<file path="src/rtl/lsm_pkg.sv">
package lsm_pkg;
    typedef enum logic [1:0] {
        CAUSE_NONE  = 2'd0,
        CAUSE_ALIGN = 2'd1,
        CAUSE_FORM  = 2'd2,
        CAUSE_PAGE  = 2'd3
    } cause_e;

    typedef enum logic [1:0] {
        S_IDLE,
        S_ISSUE,
        S_XLAT,
        S_DRAIN
    } state_e;
endpackage

</file>
<file path="src/rtl/lsm_ea_check.sv">
module lsm_ea_check
    import lsm_pkg::*;
#(
    parameter int ADDR_W    = 32,
    parameter int DISP_W    = 16,
    parameter int REG_W     = 5,
    parameter int LANE_BITS = 2
) (
    input  logic              op_store,
    input  logic [REG_W-1:0]  start_reg,
    input  logic [REG_W-1:0]  base_idx,
    input  logic [ADDR_W-1:0] base_val,
    input  logic [DISP_W-1:0] disp,
    input  logic              le_mode,
    output logic [ADDR_W-1:0] ea,
    output cause_e            cause
);
    logic [ADDR_W-1:0] base_sel;
    logic [ADDR_W-1:0] disp_ext;
    logic              misaligned;
    logic              bad_form;

    always_comb begin
        base_sel   = (base_idx == '0) ? '0 : base_val;
        disp_ext   = {{(ADDR_W-DISP_W){disp[DISP_W-1]}}, disp};
        ea         = base_sel + disp_ext;
        misaligned = (ea[LANE_BITS-1:0] != '0);
        bad_form   = !op_store && (base_idx != '0) && (base_idx >= start_reg);
        if (le_mode || misaligned) begin
            cause = CAUSE_ALIGN;
        end else if (bad_form) begin
            cause = CAUSE_FORM;
        end else begin
            cause = CAUSE_NONE;
        end
    end
endmodule

</file>
<file path="src/rtl/lsm_rsp_track.sv">
module lsm_rsp_track #(
    parameter int REG_W = 5
) (
    input  logic             clk,
    input  logic             rst_n,
    input  logic             clear,
    input  logic             active,
    input  logic             is_load,
    input  logic [REG_W-1:0] first_reg,
    input  logic             rsp_valid,
    output logic             wr_en,
    output logic [REG_W-1:0] wr_idx
);
    logic [REG_W-1:0] cnt_d, cnt_q;

    always_comb begin
        wr_en  = rsp_valid && active && is_load;
        wr_idx = first_reg + cnt_q;
        cnt_d  = cnt_q;
        if (clear) begin
            cnt_d = '0;
        end else if (wr_en) begin
            cnt_d = cnt_q + 1'b1;
        end
    end

    always_ff @(posedge clk or negedge rst_n) begin
        if (!rst_n) begin
            cnt_q <= '0;
        end else begin
            cnt_q <= cnt_d;
        end
    end
endmodule

</file>
<file path="src/rtl/lsm_seq.sv">
module lsm_seq
    import lsm_pkg::*;
#(
    parameter int REG_N     = 32,
    parameter int ADDR_W    = 32,
    parameter int DATA_W    = 32,
    parameter int DISP_W    = 16,
    parameter int PAGE_BITS = 12,
    localparam int REG_W     = $clog2(REG_N),
    localparam int WORD_B    = DATA_W / 8,
    localparam int LANE_BITS = $clog2(WORD_B)
) (
    input  logic              clk,
    input  logic              rst_n,
    input  logic              start,
    input  logic              op_store,
    input  logic [REG_W-1:0]  start_reg,
    input  logic [REG_W-1:0]  base_idx,
    input  logic [ADDR_W-1:0] base_val,
    input  logic [DISP_W-1:0] disp,
    input  logic              le_mode,
    output logic              busy,
    output logic              done,
    output logic              exc,
    output logic [1:0]        exc_cause,
    output logic              req_valid,
    input  logic              req_ready,
    output logic              req_we,
    output logic [ADDR_W-1:0] req_addr,
    output logic [DATA_W-1:0] req_wdata,
    input  logic              rsp_valid,
    input  logic [DATA_W-1:0] rsp_rdata,
    output logic              rf_we,
    output logic [REG_W-1:0]  rf_wr_idx,
    output logic [DATA_W-1:0] rf_wr_data,
    output logic [REG_W-1:0]  rf_rd_idx,
    input  logic [DATA_W-1:0] rf_rd_data,
    output logic              xlat_req,
    output logic [ADDR_W-1:0] xlat_addr,
    input  logic              xlat_done,
    input  logic              xlat_fault
);
    typedef struct packed {
        state_e            st;
        logic              store;
        logic [REG_W-1:0]  first;
        logic [REG_W-1:0]  cur;
        logic [ADDR_W-1:0] addr;
        logic              pg_ok;
        logic              fault;
        logic [REG_W:0]    outst;
        logic              done;
        logic              exc;
        cause_e            cause;
    } ctl_t;

    ctl_t ctl_d, ctl_q;

    logic [ADDR_W-1:0] ea;
    cause_e            chk_cause;
    logic              accept;
    logic              on_bound;
    logic              rsp_take;
    logic              fire;
    logic              last_reg;

    lsm_ea_check #(
        .ADDR_W   (ADDR_W),
        .DISP_W   (DISP_W),
        .REG_W    (REG_W),
        .LANE_BITS(LANE_BITS)
    ) u_ea (
        .op_store (op_store),
        .start_reg(start_reg),
        .base_idx (base_idx),
        .base_val (base_val),
        .disp     (disp),
        .le_mode  (le_mode),
        .ea       (ea),
        .cause    (chk_cause)
    );

    lsm_rsp_track #(
        .REG_W(REG_W)
    ) u_track (
        .clk      (clk),
        .rst_n    (rst_n),
        .clear    (accept),
        .active   (busy),
        .is_load  (!ctl_q.store),
        .first_reg(ctl_q.first),
        .rsp_valid(rsp_valid),
        .wr_en    (rf_we),
        .wr_idx   (rf_wr_idx)
    );

    assign busy = (ctl_q.st != S_IDLE);

    always_comb begin
        ctl_d     = ctl_q;
        ctl_d.done = 1'b0;
        ctl_d.exc  = 1'b0;
        req_valid = 1'b0;
        xlat_req  = 1'b0;
        accept    = start && (ctl_q.st == S_IDLE);
        on_bound  = (ctl_q.cur != ctl_q.first) &&
                    (ctl_q.addr[PAGE_BITS-1:0] == '0) && !ctl_q.pg_ok;
        rsp_take  = rsp_valid && busy && !ctl_q.store;
        last_reg  = (ctl_q.cur == REG_W'(REG_N - 1));

        case (ctl_q.st)
            S_IDLE: begin
                if (accept) begin
                    if (chk_cause != CAUSE_NONE) begin
                        ctl_d.exc   = 1'b1;
                        ctl_d.cause = chk_cause;
                    end else begin
                        ctl_d.st    = S_ISSUE;
                        ctl_d.store = op_store;
                        ctl_d.first = start_reg;
                        ctl_d.cur   = start_reg;
                        ctl_d.addr  = ea;
                        ctl_d.pg_ok = 1'b0;
                        ctl_d.fault = 1'b0;
                    end
                end
            end
            S_ISSUE: begin
                if (on_bound) begin
                    ctl_d.st = S_XLAT;
                end else begin
                    req_valid = 1'b1;
                    if (req_ready) begin
                        ctl_d.cur  = ctl_q.cur + 1'b1;
                        ctl_d.addr = ctl_q.addr + ADDR_W'(WORD_B);
                        if (last_reg) begin
                            ctl_d.st = S_DRAIN;
                        end
                    end
                end
            end
            S_XLAT: begin
                xlat_req = 1'b1;
                if (xlat_done) begin
                    if (xlat_fault) begin
                        ctl_d.fault = 1'b1;
                        ctl_d.st    = S_DRAIN;
                    end else begin
                        ctl_d.pg_ok = 1'b1;
                        ctl_d.st    = S_ISSUE;
                    end
                end
            end
            S_DRAIN: begin
                if (ctl_q.outst == {{REG_W{1'b0}}, rsp_take}) begin
                    ctl_d.st = S_IDLE;
                    if (ctl_q.fault) begin
                        ctl_d.exc   = 1'b1;
                        ctl_d.cause = CAUSE_PAGE;
                    end else begin
                        ctl_d.done = 1'b1;
                    end
                end
            end
            default: ctl_d.st = S_IDLE;
        endcase

        fire = req_valid && req_ready;
        if (accept) begin
            ctl_d.outst = '0;
        end else begin
            ctl_d.outst = ctl_q.outst + {{REG_W{1'b0}}, (fire && !ctl_q.store)}
                                      - {{REG_W{1'b0}}, rsp_take};
        end
    end

    always_ff @(posedge clk or negedge rst_n) begin
        if (!rst_n) begin
            ctl_q <= '{st: S_IDLE, cause: CAUSE_NONE, default: '0};
        end else begin
            ctl_q <= ctl_d;
        end
    end

    assign done       = ctl_q.done;
    assign exc        = ctl_q.exc;
    assign exc_cause  = ctl_q.cause;
    assign req_we     = ctl_q.store;
    assign req_addr   = ctl_q.addr;
    assign req_wdata  = rf_rd_data;
    assign rf_rd_idx  = ctl_q.cur;
    assign rf_wr_data = rsp_rdata;
    assign xlat_addr  = ctl_q.addr;
endmodule

</file>
<file path="config.mk">
export PLATFORM = sky130hd
export DESIGN_NAME = lsm_seq
export DESIGN_NICKNAME = d
export VERILOG_FILES = /design/src/rtl/lsm_pkg.sv /design/src/rtl/lsm_ea_check.sv /design/src/rtl/lsm_rsp_track.sv /design/src/rtl/lsm_seq.sv
export SDC_FILE = /design/constraint.sdc
export NUM_CORES = 1
export LEC_CHECK = 0
export ABC_AREA = 1
export BUFFER_PORTS_ARGS = -buffer_cell sky130_fd_sc_hd__buf_2
export CORE_ASPECT_RATIO = 1.25
export CORE_MARGIN = 8
export CORE_UTILIZATION = 45
export DETAILED_ROUTE_END_ITERATION = 10
export PLACE_DENSITY_LB_ADDON = 0.3
export SLEW_MARGIN = 20
export SYNTH_ARGS = -nofsm -noshare
export SYNTH_HDL_FRONTEND = slang
export SYNTH_HIERARCHICAL = 1
export SYNTH_SLANG_ARGS = --single-unit
</file>
<file path="constraint.sdc">
create_clock -name clk -period 2.99 [get_ports clk]
set_input_delay 0.299 -clock clk [delete_from_list [all_inputs] [get_ports clk]]
set_output_delay 0.299 -clock clk [all_outputs]
set_load 0.05 [all_outputs]
</file>
* After elaboration in Yosys (flattened, before gate mapping)
Index checks and enable logic that the tools add are counted.
W data, S select, Z words.
** Word-level totals
- Register bits after elaboration :: 62
- Input port bits :: 131
** Cells by class
- $add $sub $neg :: 7
- Order comparisons :: 1
- Equal/unequal tests :: 18
- Muxes and demuxes :: 32
- Bitwise logic cells :: 1
- Reductions and logical operators :: 30
** Operator list (count)
- $mux W47 :: 2
- $mux W37 :: 2
- $pmux W37 S2 :: 1
- $add A32 B3 Y32 const B :: 1
- $add A32 B32 Y32 :: 1
- $mux W32 :: 1
- $reduce_and A5 Y1 :: 4
- $mux W2 :: 9
- $ne A2 B2 Y1 const B :: 9
- $reduce_bool A2 Y1 :: 7
- $logic_not A12 Y1 :: 1
- $add A5 B1 Y5 const B :: 2
- $mux W5 :: 2
- $logic_and A1 B1 Y1 :: 9
- $mux W3 :: 3
- $pmux W2 S4 :: 1
- $mux W1 :: 7
- $add A6 B1 Y6 :: 1
- $eq A6 B1 Y1 :: 1
- $mux W6 :: 1
- $ne A3 B3 Y1 const B :: 2
- $pmux W3 S2 :: 1
- $reduce_and A6 Y1 :: 1
- $sub A6 B1 Y6 :: 1
- 16 further kinds :: 19

* Logic depth before layout (Yosys ltp)
Gate-level depths: netlist of run 1.
- Depth after elaboration :: 10
- Depth in mapped cells :: 22

* Modules after synthesis
Netlist of run 1, hierarchy kept.
** Modules (own cells, without submodules)
- lsm_seq :: instances 1, cells each 790, area each 5180.0 µm², sequential area each 1426.4 µm²
- lsm_ea_check :: instances 1, cells each 587, area each 2732.6 µm², sequential area each 0.0 µm²
- lsm_rsp_track :: instances 1, cells each 57, area each 425.4 µm², sequential area each 125.1 µm²

* Worst setup path after synthesis of run 1
Ideal clock, no wire load.
- Path type :: register -> register
- From :: register ctl_q[56] (netlist name)
- To :: register ctl_q[8] (netlist name)
- Data arrival time :: 3.168 ns
- Data required time :: 2.867 ns
- Setup slack :: -0.301 ns
- Cell stages (with the launch flop) :: 18
- Period minus slack after synthesis :: 3.291 ns
- Cell sequence :: dfrtp_1 inv_1 ha_1 buf_2 clkbuf_1 nand2_1 inv_1 nand3_1 ha_1 inv_1 ha_1 fa_1 nand2_1 inv_1 o21ai_0 nand2_1 o21ai_0 a21oi_1
** RTL lines
- from (decl) :: RTL line lsm_seq.sv:57 : ctl_t ctl_d, ctl_q;
- from (signal assigned) :: RTL line lsm_seq.sv:181 : ctl_q <= ctl_d;

==> Flow_metrics.wiki, run 1 <==
{| class="wikitable"
! Metric !! Value
|-
| Post-synthesis share of cell area spent on and, or, nand and nor gates || 40.2%
|-
| Reg2reg setup slack || 0.27 ns
|-
| Via Count || 8321
|-
| Overall fraction of global-route tracks in use || 19.9%
|-
| Total placed instance area || 8560 um2
|-
| Cts-stage hold buffer count || 0
|-
| YS warnings || 6
|-
| Critical Path Fanout Max || 7
|-
| Maximum number of pins on one net before global-route repair || 41
|-
| Count of final max-slew check failures || 0
|-
| Insertion delay of the later-clocked pin in the worst-skew pair || 0.33 ns
|-
| Overall power of the completed layout || 8.31 mW
|-
| Leak pwr || 5.44 nW
|-
| Wire length of the first global-routing pass || 37300 um
|-
| Average via count per standard cell || 4.88
|-
| Starting density of the core || 45.9%
|-
| Final count of hold timing violations || 0
|-
| Crit Reg-Reg Startpoint || rf_rd_idx[0]$_DFFE_PN0P_
|-
| Clock edge transition at the registers on the reported setup and hold paths || 0.06 ns
|-
| Peak supply drop || 0.523 mV
|-
| Total negative setup slack || 0 ns
|-
| Hpwl dp || 19100 um
|-
| Post-route fraction of the period consumed by the critical path || 91.1%
|-
| Fraction of the mapped netlist area in compound gates || 5.94%
|-
| Worst path required time || 3.21 ns
|-
| Max Clock Skew || 0.00857 ns
|-
| Count of H-tree levels built during CTS || 3
|-
| Met3 usage in global routing || 2.92%
|-
| Core Region || 18200 um2
|-
| Antenna violations before repair || 0
|-
| Longest Clk Path Bufs || 2
|-
| Area fraction of the dominant cell type after synthesis || 25.2%
|-
| Post-synthesis instance area || 8340 um2
|-
| Number of iterations in the first detailed-routing pass || 5
|-
| Unrepaired setup endpoints after global routing || no
|-
| Number of instances in the synthesized netlist || 1434
|-
| Via count of the first global-routing pass || 7885
|-
| Clock net sink count || 62
|-
| Number of diodes added for antenna fixing || 0
|-
| Commonest cells after routing, fill and taps aside || 559 x sky130_fd_sc_hd__nand2_1, 214 x sky130_fd_sc_hd__inv_1, 149 x sky130_fd_sc_hd__buf_2
|-
| Total area of multi-input combinational cells || 4830 um2
|-
| Dominant synthesized flop cell || sky130_fd_sc_hd__dfrtp_1
|-
| Number of routed nets with antenna violations || 0
|-
| Data arrival, critical path || 2.94 ns
|-
| Grt ovf || 0
|-
| Largest family of logic cells by synthesized area || simple AND/OR/NAND/NOR gates
|-
| Chip width || 138 um
|-
| Number of max-capacitance violations reported || 0
|-
| Worst min-delay path class || primary input to async pin
|-
| Final routed DRC violation total || 0
|-
| Cell variety after synth || 36
|-
| Share of synthesized area spent on multiplexers || 0%
|-
| Worst Setup Path Type || flop to flop
|-
| Post-route cell area || 8900 um2
|-
| Post-Synthesis Net Count || 1626
|-
| Met2 demand-to-capacity share in global routing || 34.1%
|-
| Number of cells traversed by the worst register-to-register path || 18
|-
| Routability-driven placement congestion ratio || 0.923
|-
| TritonCTS clock tree || done
|-
| Number of storage elements in the synthesis netlist || 62
|-
| Met1 GRT Util || 23.6%
|-
| Boundary pin count || 278
|-
| Outcome || finished, final reports clean
|-
| Synth async-reset ratio || 100%
|-
| Cell type contributing the most total cell area after synthesis || sky130_fd_sc_hd__nand2_1
|-
| Clock period minus worst slack || 2.72 ns
|-
| Crit path capture type || flop
|-
| Max Fclk || 0.367 GHz
|-
| Wire length after detailed routing || 23000 um
|-
| Storage cell area || 1560 um2
|-
| Critical Path Start Type || flop
|-
| Site row count || 55
|-
| 1st-iter DRT viols || 407
|-
| Vertical die dimension || 168 um
|-
| Slew at the pin with the worst max-slew slack || 0.778 ns
|-
| Worst flop-to-flop path endpoint || ctl_q[8]$_DFF_PN0_
|-
| Routed len/inst || 13.5 um
|-
| Ratio of total power to cell area || 933 nW/um2
|-
| Layout cells sized above 1 || 15.6%
|-
| Most utilized layer in the global route result || met2
|-
| Root buffer cell || sky130_fd_sc_hd__clkbuf_16
|-
| Number of endpoints failing setup at the final stage || 0
|-
| Post-Synth Adder-Cell Area || 9.42%
|-
| Leading cell type in the layout, fill and taps excluded || sky130_fd_sc_hd__nand2_1
|-
| Portion of the post-synthesis area used by sequential elements || 18.6%
|-
| CTS buffer count || 9
|-
| Number of inserted filler cells in the final layout || 2010
|-
| Number of synthesized flops with an enable pin || 0
|-
| I/O Buffers || 149
|-
| Final worst setup slack || 0.265 ns
|-
| Worst-case headroom to the max-slew limit || 48.2%
|-
| Area growth from synthesis to layout || 6.78%
|-
| Xor and xnor fraction of the mapped netlist area || 2.10%
|-
| Total number of nets in the final design || 1665
|-
| Largest cells by area after synthesis || sky130_fd_sc_hd__nand2_1 25%, sky130_fd_sc_hd__dfrtp_1 19%, sky130_fd_sc_hd__buf_4 13%
|-
| Setup slack after placement || -0.0787 ns
|-
| Syn_area_per_cell || 5.81 um2
|-
| Area of the die || 23200 um2
|}
cell families after synthesis:
| group | count (synthesis) |
|---|---|
| flops | 62 |
| simple gates | 820 |
| xor+xnor | 20 |
| buf+inv | 377 |
| fa+ha+maj | 61 |
| compound gates | 94 |
area by class of cell:
type	count	area share, %
inverters	222	9.43
clock inverters	4	0.787
well taps	228	3.20
clock buffers	12	2.77
repair buffers	183	12.1
flip-flops and latches	62	17.5
multi-input cells	995	54.3
cell usage after synthesis, types with 2 or more instances:
| library cell | n |
|---|---|
| sky130_fd_sc_hd__nand3_1 | 90 |
| sky130_fd_sc_hd__nor2_2 | 5 |
| sky130_fd_sc_hd__nand2_4 | 3 |
| sky130_fd_sc_hd__buf_2 | 5 |
| sky130_fd_sc_hd__xor2_1 | 15 |
| sky130_fd_sc_hd__inv_2 | 5 |
| sky130_fd_sc_hd__dfrtp_1 | 62 |
| sky130_fd_sc_hd__o21ai_1 | 6 |
| sky130_fd_sc_hd__inv_1 | 215 |
| sky130_fd_sc_hd__nand2_2 | 7 |
| sky130_fd_sc_hd__ha_1 | 58 |
| sky130_fd_sc_hd__nand4_1 | 10 |
| sky130_fd_sc_hd__a31oi_1 | 2 |
| sky130_fd_sc_hd__clkbuf_1 | 5 |
| sky130_fd_sc_hd__nor2_1 | 120 |
| sky130_fd_sc_hd__buf_6 | 3 |
| sky130_fd_sc_hd__buf_4 | 142 |
| sky130_fd_sc_hd__o21bai_1 | 2 |
| sky130_fd_sc_hd__o21ai_0 | 37 |
| sky130_fd_sc_hd__nand3b_1 | 11 |
| sky130_fd_sc_hd__nor3_1 | 7 |
| sky130_fd_sc_hd__fa_1 | 3 |
| sky130_fd_sc_hd__nand3_2 | 4 |
| sky130_fd_sc_hd__a21oi_1 | 40 |
| sky130_fd_sc_hd__xnor2_1 | 5 |
| sky130_fd_sc_hd__o22ai_1 | 3 |
| sky130_fd_sc_hd__nand2_1 | 560 |
per-stage QoR:
step | hold slack (ns) | util (%) | std cells
global route | 0.0871 | 49.0 | 1706
detailed placement | 0.416 | 47.1 | 1689
finish | 0.0439 | 49.0 | 1706
global placement | 0.412 | 47.1 | 1689
floorplan | 0.00341 | - | 1434
CTS | 0.0538 | 48.9 | 1705
registers in the layout, summed over array words and instances (netlist names):
signal,cells
req_we,1
ctl_q,15
req_addr,32
exc_cause,2
exc,1
rf_rd_idx,5
done,1
u_track/cnt_q,5
worst max-delay path, cell delays in order, from the launching register on:
cell	delay, ns
sky130_fd_sc_hd__dfrtp_2	0.46
sky130_fd_sc_hd__nor2_1	0.11
sky130_fd_sc_hd__nor2_1	0.06
sky130_fd_sc_hd__nor2_1	0.08
sky130_fd_sc_hd__nand3_1	0.14
sky130_fd_sc_hd__nand2_2	0.14
sky130_fd_sc_hd__nand2_1	0.10
sky130_fd_sc_hd__clkinvlp_4	0.08
sky130_fd_sc_hd__nand3_1	0.06
sky130_fd_sc_hd__ha_1	0.27
sky130_fd_sc_hd__inv_1	0.04
sky130_fd_sc_hd__ha_1	0.20
sky130_fd_sc_hd__fa_1	0.39
sky130_fd_sc_hd__nand2_1	0.07
sky130_fd_sc_hd__inv_1	0.05
sky130_fd_sc_hd__o21ai_1	0.12
sky130_fd_sc_hd__nand2_1	0.10
sky130_fd_sc_hd__o21ai_2	0.12
sky130_fd_sc_hd__a21oi_1	0.05
metal layers:
metal / routed length (um) / share of wire [%] / vias up
li1: - / - / 4327
met4: 952 / 4.1 / 0
met5: 0 / 0 / -
met3: 1340 / 5.8 / 62
met1: 9550 / 41 / 3675
met2: 11200 / 49 / 257
power breakdown:
part	total [mW]	switching, mW	leakage [nW]	internal [mW]
combinational	5.55	3.98	4.46	1.57
clock	1.13	0.380	0.157	0.750
sequential	1.63	0.449	0.822	1.18
what timing repair did:
item | in CTS | in global routing
gates resized for setup | 0 | 8
buffers inserted | 0 | 1
endpoints found under the setup margin | 0 | 26
how the worst max path moves through the flow:
stage	from	endpoint	slack, ns	cells past startpoint
finish	rf_rd_idx[0]$_DFFE_PN0P_	ctl_q[8]$_DFF_PN0_	0.27	18
global route	base_idx[4]	req_addr[9]$_DFFE_PN0P_	0.009	22
CTS	rf_rd_idx[2]$_DFFE_PN0P_	ctl_q[8]$_DFF_PN0_	0.15	18
detailed placement	base_idx[4]	req_addr[8]$_DFFE_PN0P_	-0.08	22
global placement	base_idx[4]	ctl_q[55]$_DFFE_PN0P_	-0.06	20
floorplan	ctl_q[56]$_DFFE_PN0P_	ctl_q[8]$_DFF_PN0_	0.04	17
Power figures use the tool's default switching activity.
==> inputs of run 2 (changes only) <==
--- a/config.mk
+++ b/config.mk
@@ -7,9 +7,11 @@
 export LEC_CHECK = 0
 export ABC_AREA = 1
 export BUFFER_PORTS_ARGS = -buffer_cell sky130_fd_sc_hd__buf_2
+export CELL_PAD_IN_SITES_DETAIL_PLACEMENT = 1
+export CELL_PAD_IN_SITES_GLOBAL_PLACEMENT = 1
 export CORE_ASPECT_RATIO = 1.25
 export CORE_MARGIN = 8
-export CORE_UTILIZATION = 45
+export CORE_UTILIZATION = 31
 export DETAILED_ROUTE_END_ITERATION = 10
 export PLACE_DENSITY_LB_ADDON = 0.3
 export SLEW_MARGIN = 20
==> constraint.sdc (replaced) <==
create_clock -name clk -period 2.2 [get_ports clk]
set_input_delay 0.22 -clock clk [delete_from_list [all_inputs] [get_ports clk]]
set_output_delay 0.22 -clock clk [all_outputs]
set_load 0.05 [all_outputs]
==> run 2 against run 1 <==
  * The flow now finishes with violations (negative setup slack)
  * Cell count up 15%
  * Critical path depth unchanged
  * Power up 71%
  * Flip-flop and latch count unchanged
  * Sequential share of layout area down 3.4 points
  * Non-clock buffer count up 147
  * Worst setup slack worse by 0.71 ns
  * Via count up 12%
  * Global-route usage down 1.2 points
  * Largest cell class unchanged
  * Largest power group unchanged
==> Flow_metrics.wiki, run 2 (synthesis gave the netlist of run 1 again) <==
{| class="wikitable"
! Metric !! Value
|-
| Outcome || finished, violations left
|-
| Violated checks || negative setup slack
|-
| Longest Clk Path Bufs || 2 (unchanged)
|-
| Via Count || 9328 (+12%)
|-
| Critical Path Fanout Max || 4 (-3)
|-
| Number of endpoints failing setup at the final stage || 53 (+53)
|-
| 1st-iter DRT viols || 298 (-27%)
|-
| Number of routed nets with antenna violations || 0 (unchanged)
|-
| Total area of multi-input combinational cells || 5530 um2 (+15%)
|-
| Layout cells sized above 1 || 32.3% (+17 points)
|-
| I/O Buffers || 149 (unchanged)
|-
| Area growth from synthesis to layout || 32.3%
|-
| Clock net sink count || 62 (unchanged)
|-
| Hpwl dp || 24100 um (+27%)
|-
| TritonCTS clock tree || done
|-
| Grt ovf || 0 (unchanged)
|-
| Post-layout util || 41.4% (-7.6 points)
|-
| Storage cell area || 1550 um2 (-0.24%)
|-
| Insertion delay of the later-clocked pin in the worst-skew pair || 0.33 ns (about the same)
|-
| Maximum number of pins on one net before global-route repair || 41 (unchanged)
|-
| Unrepaired setup endpoints after global routing || yes
|-
| Clock period minus worst slack || 2.64 ns (-0.0801 ns)
|-
| Overall fraction of global-route tracks in use || 18.6% (-1.2 points)
|-
| Critical Path Start Type || flop
|-
| Vertical die dimension || 199 um (+19%)
|-
| Number of flip-flops under the largest register name || 32 (unchanged)
|-
| Via count of the first global-routing pass || 9822 (+25%)
|-
| Number of max-capacitance violations reported || 0 (unchanged)
|-
| Peak supply drop || 0.504 mV (-3.7%)
|-
| Number of inserted filler cells in the final layout || 3599 (+79%)
|-
| Wire length of the first global-routing pass || 49000 um (+31%)
|-
| Ratio of total power to cell area || 1280 nW/um2 (+38%)
|-
| Routed len/inst || 16.0 um (+18%)
|-
| Final worst setup slack || -0.445 ns (-0.710 ns)
|-
| Starting density of the core || 31.3% (-15 points)
|-
| Area of the die || 32400 um2 (+40%)
|-
| Number of diodes added for antenna fixing || 0 (unchanged)
|-
| Overall power of the completed layout || 14.2 mW (+71%)
|-
| Leading cell type in the layout, fill and taps excluded || sky130_fd_sc_hd__nand2_1
|-
| Site row count || 67 (+22%)
|-
| Hold Worst Slack || 0.194 ns (+0.150 ns)
|-
| Antenna violations before repair || 0 (unchanged)
|-
| Worst Setup Path Type || flop to flop
|-
| Total number of nets in the final design || 1812 (+8.8%)
|-
| Max Clock Skew || 0.00603 ns (-0.00254 ns)
|-
| Wire length after detailed routing || 31400 um (+37%)
|-
| Routability-driven placement congestion ratio || 0.890 (-3.5%)
|-
| Boundary pin count || 278 (unchanged)
|-
| Final count of hold timing violations || 0 (unchanged)
|-
| Worst min-delay path class || primary input to flop
|-
| Slew at the pin with the worst max-slew slack || 0.653 ns (-0.125 ns)
|-
| Worst path required time || 2.42 ns (-0.79 ns)
|-
| Leak pwr || 6.37 nW (+17%)
|-
| Chip width || 163 um (+18%)
|-
| Max Fclk || 0.378 GHz (+3.0%)
|-
| Post-route fraction of the period consumed by the critical path || 120% (+29 points)
|-
| CTS buffer count || 9 (unchanged)
|-
| Count of H-tree levels built during CTS || 3 (unchanged)
|-
| Setup slack after placement || -0.820 ns (-0.742 ns)
|-
| Number of iterations in the first detailed-routing pass || 4 (-1)
|-
| Root buffer cell || sky130_fd_sc_hd__clkbuf_16
|-
| Clock edge transition at the registers on the reported setup and hold paths || 0.06 ns (about the same)
|-
| Core Region || 26700 um2 (+47%)
|-
| Data arrival, critical path || 2.86 ns (-0.08 ns)
|-
| Final routed DRC violation total || 0 (unchanged)
|-
| Crit path capture type || flop
|-
| Average via count per standard cell || 4.74 (-2.8%)
|-
| Worst-case headroom to the max-slew limit || 56.5% (+8.3 points)
|-
| Commonest cells after routing, fill and taps aside || 481 x sky130_fd_sc_hd__nand2_1, 203 x sky130_fd_sc_hd__inv_1, 150 x sky130_fd_sc_hd__buf_4
|-
| Number of non-filler instances in the completed layout || 1968 (+15%)
|-
| Count of final max-slew check failures || 0 (unchanged)
|-
| Placed insts || 1916 (+13%)
|}
==> run 2: cell count changes in the layout (fill, tap and decap cells not counted), sizes merged <==
| cell | delta |
|---|---|
| dlygate4sd3 | +1 |
| clkbuf | +3 |
| buf | +143 |
| bufinv | -2 |
==> run 2: through the flow <==
stage               cell area (um2)  TNS [ns]
floorplan                      8510    -16.06
global placement               9660    -28.58
detailed placement             9660    -36.75
CTS                           10400    -16.80
global route                  11000    -17.44
finish                        11000    -11.65
==> run 2: layer usage <==
layer	routed length (um)	track usage [%]
met1	12400	19.7
met2	17300	37.2
met3	1010	2.58
met4	751	5.34
met5	0	0
==> run 2: area by class of cell <==
type                    instances  area share [%]
inverters                     222            7.70
clock inverters                 2          0.0908
multi-input cells             995            50.2
flip-flops and latches         62            14.1
well taps                     345            3.91
clock buffers                  12            2.24
repair buffers                330            21.8
==> run 2: path summary, 6_finish.rpt <==
| check | startpoint | to | slack, ns | depth (start not counted) |
|---|---|---|---|---|
| max | rf_rd_idx[0]$_DFFE_PN0P_ | ctl_q[8]$_DFF_PN0_ | -0.44 | 18 |
| min | op_store | req_we$_DFFE_PN0P_ | 0.19 | 3 |
| max reg2reg | rf_rd_idx[0]$_DFFE_PN0P_ | ctl_q[8]$_DFF_PN0_ | -0.44 | 18 |
| min reg2reg | exc_cause[0]$_DFFE_PN0P_ | exc_cause[0]$_DFFE_PN0P_ | 0.50 | 2 |
| max in group asynchronous | rst_n | req_addr[25]$_DFFE_PN0P_ | 1.08 | 3 |
| min in group asynchronous | rst_n | ctl_q[50]$_DFFE_PN0P_ | 0.45 | 2 |
==> run 2: worst max-delay path: stages (launching register included) <==
cell and delay [ns]:
sky130_fd_sc_hd__dfrtp_1 0.42, sky130_fd_sc_hd__nor2_1 0.13, sky130_fd_sc_hd__nor2_1 0.06, sky130_fd_sc_hd__nor2_1 0.09, sky130_fd_sc_hd__nand3_1 0.14, sky130_fd_sc_hd__nand2_2 0.12
sky130_fd_sc_hd__nand2_4 0.06, sky130_fd_sc_hd__clkinvlp_4 0.08, sky130_fd_sc_hd__nand3_4 0.08, sky130_fd_sc_hd__ha_4 0.28, sky130_fd_sc_hd__inv_2 0.03, sky130_fd_sc_hd__ha_4 0.16
sky130_fd_sc_hd__fa_2 0.37, sky130_fd_sc_hd__nand2_2 0.07, sky130_fd_sc_hd__inv_2 0.04, sky130_fd_sc_hd__o21ai_2 0.13, sky130_fd_sc_hd__nand2_2 0.08, sky130_fd_sc_hd__o21ai_2 0.15
sky130_fd_sc_hd__a21oi_2 0.04
==> run 2: where the power goes <==
part	switching (mW)	internal [mW]
combinational	6.78	3.81
sequential	0.658	1.60
clock	0.537	0.778
total	7.98	6.19
==> run 2: what timing repair did <==
action                                 CTS  global route
pin swaps                               47            60
endpoints found under the hold margin   23             0
setup buffers                           20            17
hold buffers                             1             0
gates cloned                             2             3
gates resized for setup                 70           139
setup endpoints to repair               56            58
==> inputs of run 3 (changes only) <==
--- a/config.mk
+++ b/config.mk
@@ -5,13 +5,12 @@
 export SDC_FILE = /design/constraint.sdc
 export NUM_CORES = 1
 export LEC_CHECK = 0
-export ABC_AREA = 1
 export BUFFER_PORTS_ARGS = -buffer_cell sky130_fd_sc_hd__buf_2
-export CELL_PAD_IN_SITES_DETAIL_PLACEMENT = 1
+export CELL_PAD_IN_SITES_DETAIL_PLACEMENT = 0
 export CELL_PAD_IN_SITES_GLOBAL_PLACEMENT = 1
 export CORE_ASPECT_RATIO = 1.25
 export CORE_MARGIN = 8
-export CORE_UTILIZATION = 31
+export CORE_UTILIZATION = 33
 export DETAILED_ROUTE_END_ITERATION = 10
 export PLACE_DENSITY_LB_ADDON = 0.3
 export SLEW_MARGIN = 20
==> run 3 against run 2 <==
  * The flow still finishes with violations (negative setup slack)
  * Synthesized cell count fell by 32%
  * Combinational power shrank 9%
  * Largest cell class unchanged
  * Clock-buffer cell count is 3 higher
  * Critical path depth down 2
  * Flip-flop and latch count stayed put
  * Clock power grew 3%
  * Cell count fell by 23%
  * Worst setup slack worse by 0.69 ns
  * Sequential share of layout area is 0.25 points lower
  * Cell area grew 1.9%
  * Fmax down 21%
==> Flow_metrics.wiki, run 3 <==
{| class="wikitable"
! Metric !! Value
|-
| Ratio of total power to cell area || 1160 nW/um2 (-9.8%)
|-
| Unrepaired setup endpoints after global routing || yes
|-
| Violated checks || negative setup slack
|-
| Number of iterations in the first detailed-routing pass || 5 (+1)
|-
| Critical Path Fanout Max || 4 (unchanged)
|-
| Number of non-filler instances in the completed layout || 1519 (-23%)
|-
| Number of max-capacitance violations reported || 0 (unchanged)
|-
| Critical Path Start Type || primary input
|-
| Largest cells by area after synthesis || sky130_fd_sc_hd__dfrtp_1 21%, sky130_fd_sc_hd__buf_4 14%, sky130_fd_sc_hd__ha_1 9.6%
|-
| Number of inserted filler cells in the final layout || 2149 (-40%)
|-
| Number of endpoints failing setup at the final stage || 55 (+3.8%)
|-
| YS warnings || 6 (unchanged)
|-
| Clock net sink count || 62 (unchanged)
|-
| Post-route cell area || 11200 um2 (+1.9%)
|-
| Setup slack after placement || -1.54 ns (-0.716 ns)
|-
| Max Fclk || 0.300 GHz (-21%)
|-
| Number of diodes added for antenna fixing || 0 (unchanged)
|-
| Antenna violations before repair || 0 (unchanged)
|-
| Core Region || 22300 um2 (-16%)
|-
| Cell variety after synth || 78 (+120%)
|-
| Total number of nets in the final design || 1423 (-21%)
|-
| Dominant cell by count in the synthesized netlist || sky130_fd_sc_hd__buf_4
|-
| Clock edge transition at the registers on the reported setup and hold paths || 0.05 ns (about the same)
|-
| I/O Buffers || 149 (unchanged)
|-
| Commonest cells after routing, fill and taps aside || 215 x sky130_fd_sc_hd__buf_4, 142 x sky130_fd_sc_hd__buf_2, 64 x sky130_fd_sc_hd__nand2_1
|-
| Starting density of the core || 33.7% (+2.5 points)
|-
| Maximum number of pins on one net before global-route repair || 43 (+4.9%)
|-
| Root buffer cell || sky130_fd_sc_hd__clkbuf_16
|-
| Grt ovf || 0 (unchanged)
|-
| Final count of hold timing violations || 0 (unchanged)
|-
| Hpwl dp || 20500 um (-15%)
|-
| CTS buffer count || 9 (unchanged)
|-
| Leading cell type in the layout, fill and taps excluded || sky130_fd_sc_hd__buf_4
|-
| Slew at the pin with the worst max-slew slack || 0.596 ns (-0.0570 ns)
|-
| Cell type contributing the most total cell area after synthesis || sky130_fd_sc_hd__dfrtp_1
|-
| Average via count per standard cell || 5.23 (+10%)
|-
| Number of synthesized flops with an enable pin || 0 (unchanged)
|-
| Number of storage elements in the synthesis netlist || 62 (unchanged)
|-
| Crit path largest cell delay || 0.55 ns (+0.13 ns)
|-
| Worst Setup Path Type || primary input to flop
|-
| Dominant synthesized flop cell || sky130_fd_sc_hd__dfrtp_1
|-
| Insertion delay of the later-clocked pin in the worst-skew pair || 0.34 ns (about the same)
|-
| Placed insts || 1441 (-25%)
|-
| Routability-driven placement congestion ratio || 0.883 (-0.88%)
|-
| Wire length of the first global-routing pass || 41500 um (-15%)
|-
| Worst-case headroom to the max-slew limit || 59.9% (+3.4 points)
|-
| Number of flip-flops under the largest register name || 32 (unchanged)
|-
| Routed len/inst || 18.1 um (+13%)
|-
| Area fraction of the dominant cell type after synthesis || 20.6% (-4.6 points)
|-
| Vertical die dimension || 185 um (-7.3%)
|-
| Chip width || 151 um (-7.2%)
|-
| Peak supply drop || 0.856 mV (+70%)
|-
| Site row count || 61 (-9.0%)
|-
| TritonCTS clock tree || done
|-
| Post-Synthesis Net Count || 1164 (-28%)
|-
| Data arrival, critical path || 3.54 ns (+0.68 ns)
|-
| Final routed DRC violation total || 0 (unchanged)
|-
| 1st-iter DRT viols || 294 (-1.3%)
|-
| Synth cell count leaders || 136 x sky130_fd_sc_hd__buf_4, 100 x sky130_fd_sc_hd__nand2_1, 71 x sky130_fd_sc_hd__a21oi_1
|-
| Clock period minus worst slack || 3.33 ns (+0.687 ns)
|-
| Portion of the post-synthesis area used by sequential elements || 20.6% (+2.0 points)
|-
| Critical-path cell with the highest stage delay || sky130_fd_sc_hd__or4_4
|-
| Count of final max-slew check failures || 0 (unchanged)
|-
| Post-route fraction of the period consumed by the critical path || 151% (+31 points)
|-
| Area of the die || 27900 um2 (-14%)
|-
| Synth async-reset ratio || 100% (unchanged)
|-
| Leak pwr || 5.26 nW (-17%)
|-
| Max Clock Skew || 0.00832 ns (+0.00229 ns)
|-
| Area growth from synthesis to layout || 49.4%
|-
| Number of routed nets with antenna violations || 0 (unchanged)
|-
| Wire length after detailed routing || 27500 um (-12%)
|-
| Crit path capture type || flop
|-
| Syn_area_per_cell || 7.74 um2 (+33%)
|-
| Worst min-delay path class || primary input to flop
|-
| Critical path cell sequence || buf_6, or4_4, nor2_4, nor2b_1, ha_2, fa_2, a21o_1, a221oi_4, a221oi_4, a211o_1, or2_4, buf_6, a31oi_4, xnor2_1, a22oi_1, nand3_1
|-
| Number of instances in the synthesized netlist || 972 (-32%)
|-
| Overall fraction of global-route tracks in use || 18.8% (+0.20 points)
|-
| Count of H-tree levels built during CTS || 3 (unchanged)
|-
| Worst path required time || 2.40 ns (-0.02 ns)
|-
| Layout cells sized above 1 || 51.7% (+19 points)
|-
| Via Count || 7939 (-15%)
|-
| Longest Clk Path Bufs || 2 (unchanged)
|-
| Total placed instance area || 9280 um2 (-3.9%)
|-
| Post-synthesis instance area || 7520 um2 (-9.8%)
|-
| Final worst setup slack || -1.13 ns (-0.687 ns)
|-
| Via count of the first global-routing pass || 7864 (-20%)
|-
| Outcome || finished, violations left
|-
| Boundary pin count || 278 (unchanged)
|}
-- run 3: cell types whose count changed after synthesis, sizes merged, moves of 12 or more --
| cell | delta |
|---|---|
| nand2b | +12 |
| a31oi | +15 |
| inv | -179 |
| xnor2 | +27 |
| nand3 | -55 |
| nor2b | +35 |
| a21oi | +32 |
| a21o | +12 |
| clkbuf | +31 |
| nor2 | -72 |
| nor3 | +14 |
| nand2 | -470 |
-- run 3: worst max-delay path: cells and delay by family --
family / cells / cell delay [ns]
AO/OA/AOI/OAI: 6 / 1.34
AND/OR/NAND/NOR: 5 / 1.15
adder cells (fa/ha/maj): 2 / 0.52
buffers and inverters: 2 / 0.21
XOR/XNOR: 1 / 0.08
-- run 3: power by group --
| part | switching [mW] | internal [mW] | leakage (nW) |
|---|---|---|---|
| Sequential | 0.461 | 1.59 | 0.772 |
| Combinational | 5.86 | 3.76 | 4.35 |
| Clock | 0.526 | 0.824 | 0.134 |
| Total | 6.84 | 6.17 | 5.26 |
-- run 3: path summary, 6_finish.rpt --
check | slack (ns) | start | cells past startpoint | to
max | -1.13 | base_idx[1] | 16 | req_addr[30]$_DFFE_PN0P_
min | 0.11 | xlat_fault | 2 | ctl_q[11]$_DFFE_PN0P_
max reg2reg | -0.42 | req_addr[3]$_DFFE_PN0P_ | 16 | ctl_q[8]$_DFF_PN0_
min reg2reg | 0.52 | ctl_q[10]$_DFFE_PN0P_ | 1 | done$_DFF_PN0_
max in group asynchronous | 1.12 | rst_n | 3 | u_track/cnt_q[2]$_DFFE_PN0P_
min in group asynchronous | 0.43 | rst_n | 2 | req_addr[5]$_DFFE_PN0P_
-- run 3: kinds of logic (layout without fill, tap and decap cells) --
group	Yosys count	after routing	share of synthesized area, %
AND/OR/NAND/NOR	333	333	22.3
AO/OA/AOI/OAI	236	236	20.8
buffers and inverters	221	485	18.6
flip-flops	62	62	20.6
adder cells (fa/ha/maj)	61	61	10.4
XOR/XNOR	44	44	5.12
multiplexers	15	15	2.11
-- run 3: per-stage QoR --
step	TNS [ns]	hold WS (ns)	total power, mW	utilization [%]
global route	-54.61	0.117	13.9	50.4
detailed placement	-72.26	0.247	10.3	41.6
finish	-47.26	0.108	13.0	50.4
floorplan	-56.50	-0.0756	8.51	-
global placement	-70.20	0.246	10.2	41.6
CTS	-45.89	0.107	12.5	46.9
-- run 3: area by class of cell --
cell class | count | area [um2] | share of cell area, %
Clock buffer | 15 | 268 | 2.38
Multi-Input combinational cell | 689 | 5670 | 50.5
Tap cell | 283 | 354 | 3.15
Clock inverter | 1 | 5.00 | 0.0445
Sequential cell | 62 | 1550 | 13.8
Inverter | 42 | 160 | 1.43
Timing Repair Buffer | 427 | 3220 | 28.7
-- run 3: what timing repair did --
| item | CTS | global route |
|---|---|---|
| pin swaps | 57 | 89 |
| cloned | 1 | 2 |
| endpoints found under the hold margin | 20 | 0 |
| hold buffers | 1 | 0 |
| setup buffers | 36 | 36 |
| gates resized for setup | 149 | 128 |
| endpoints found under the setup margin | 58 | 60 |
-- run 3: metal layers --
metal  track usage [%]  up-vias  wire length (um)
li1                  -     3838                 -
met1              21.6     3784             10700
met2              33.3      243             14300
met3              2.95       74              1510
met4              9.12        0              1000
met5                 0        -                 0
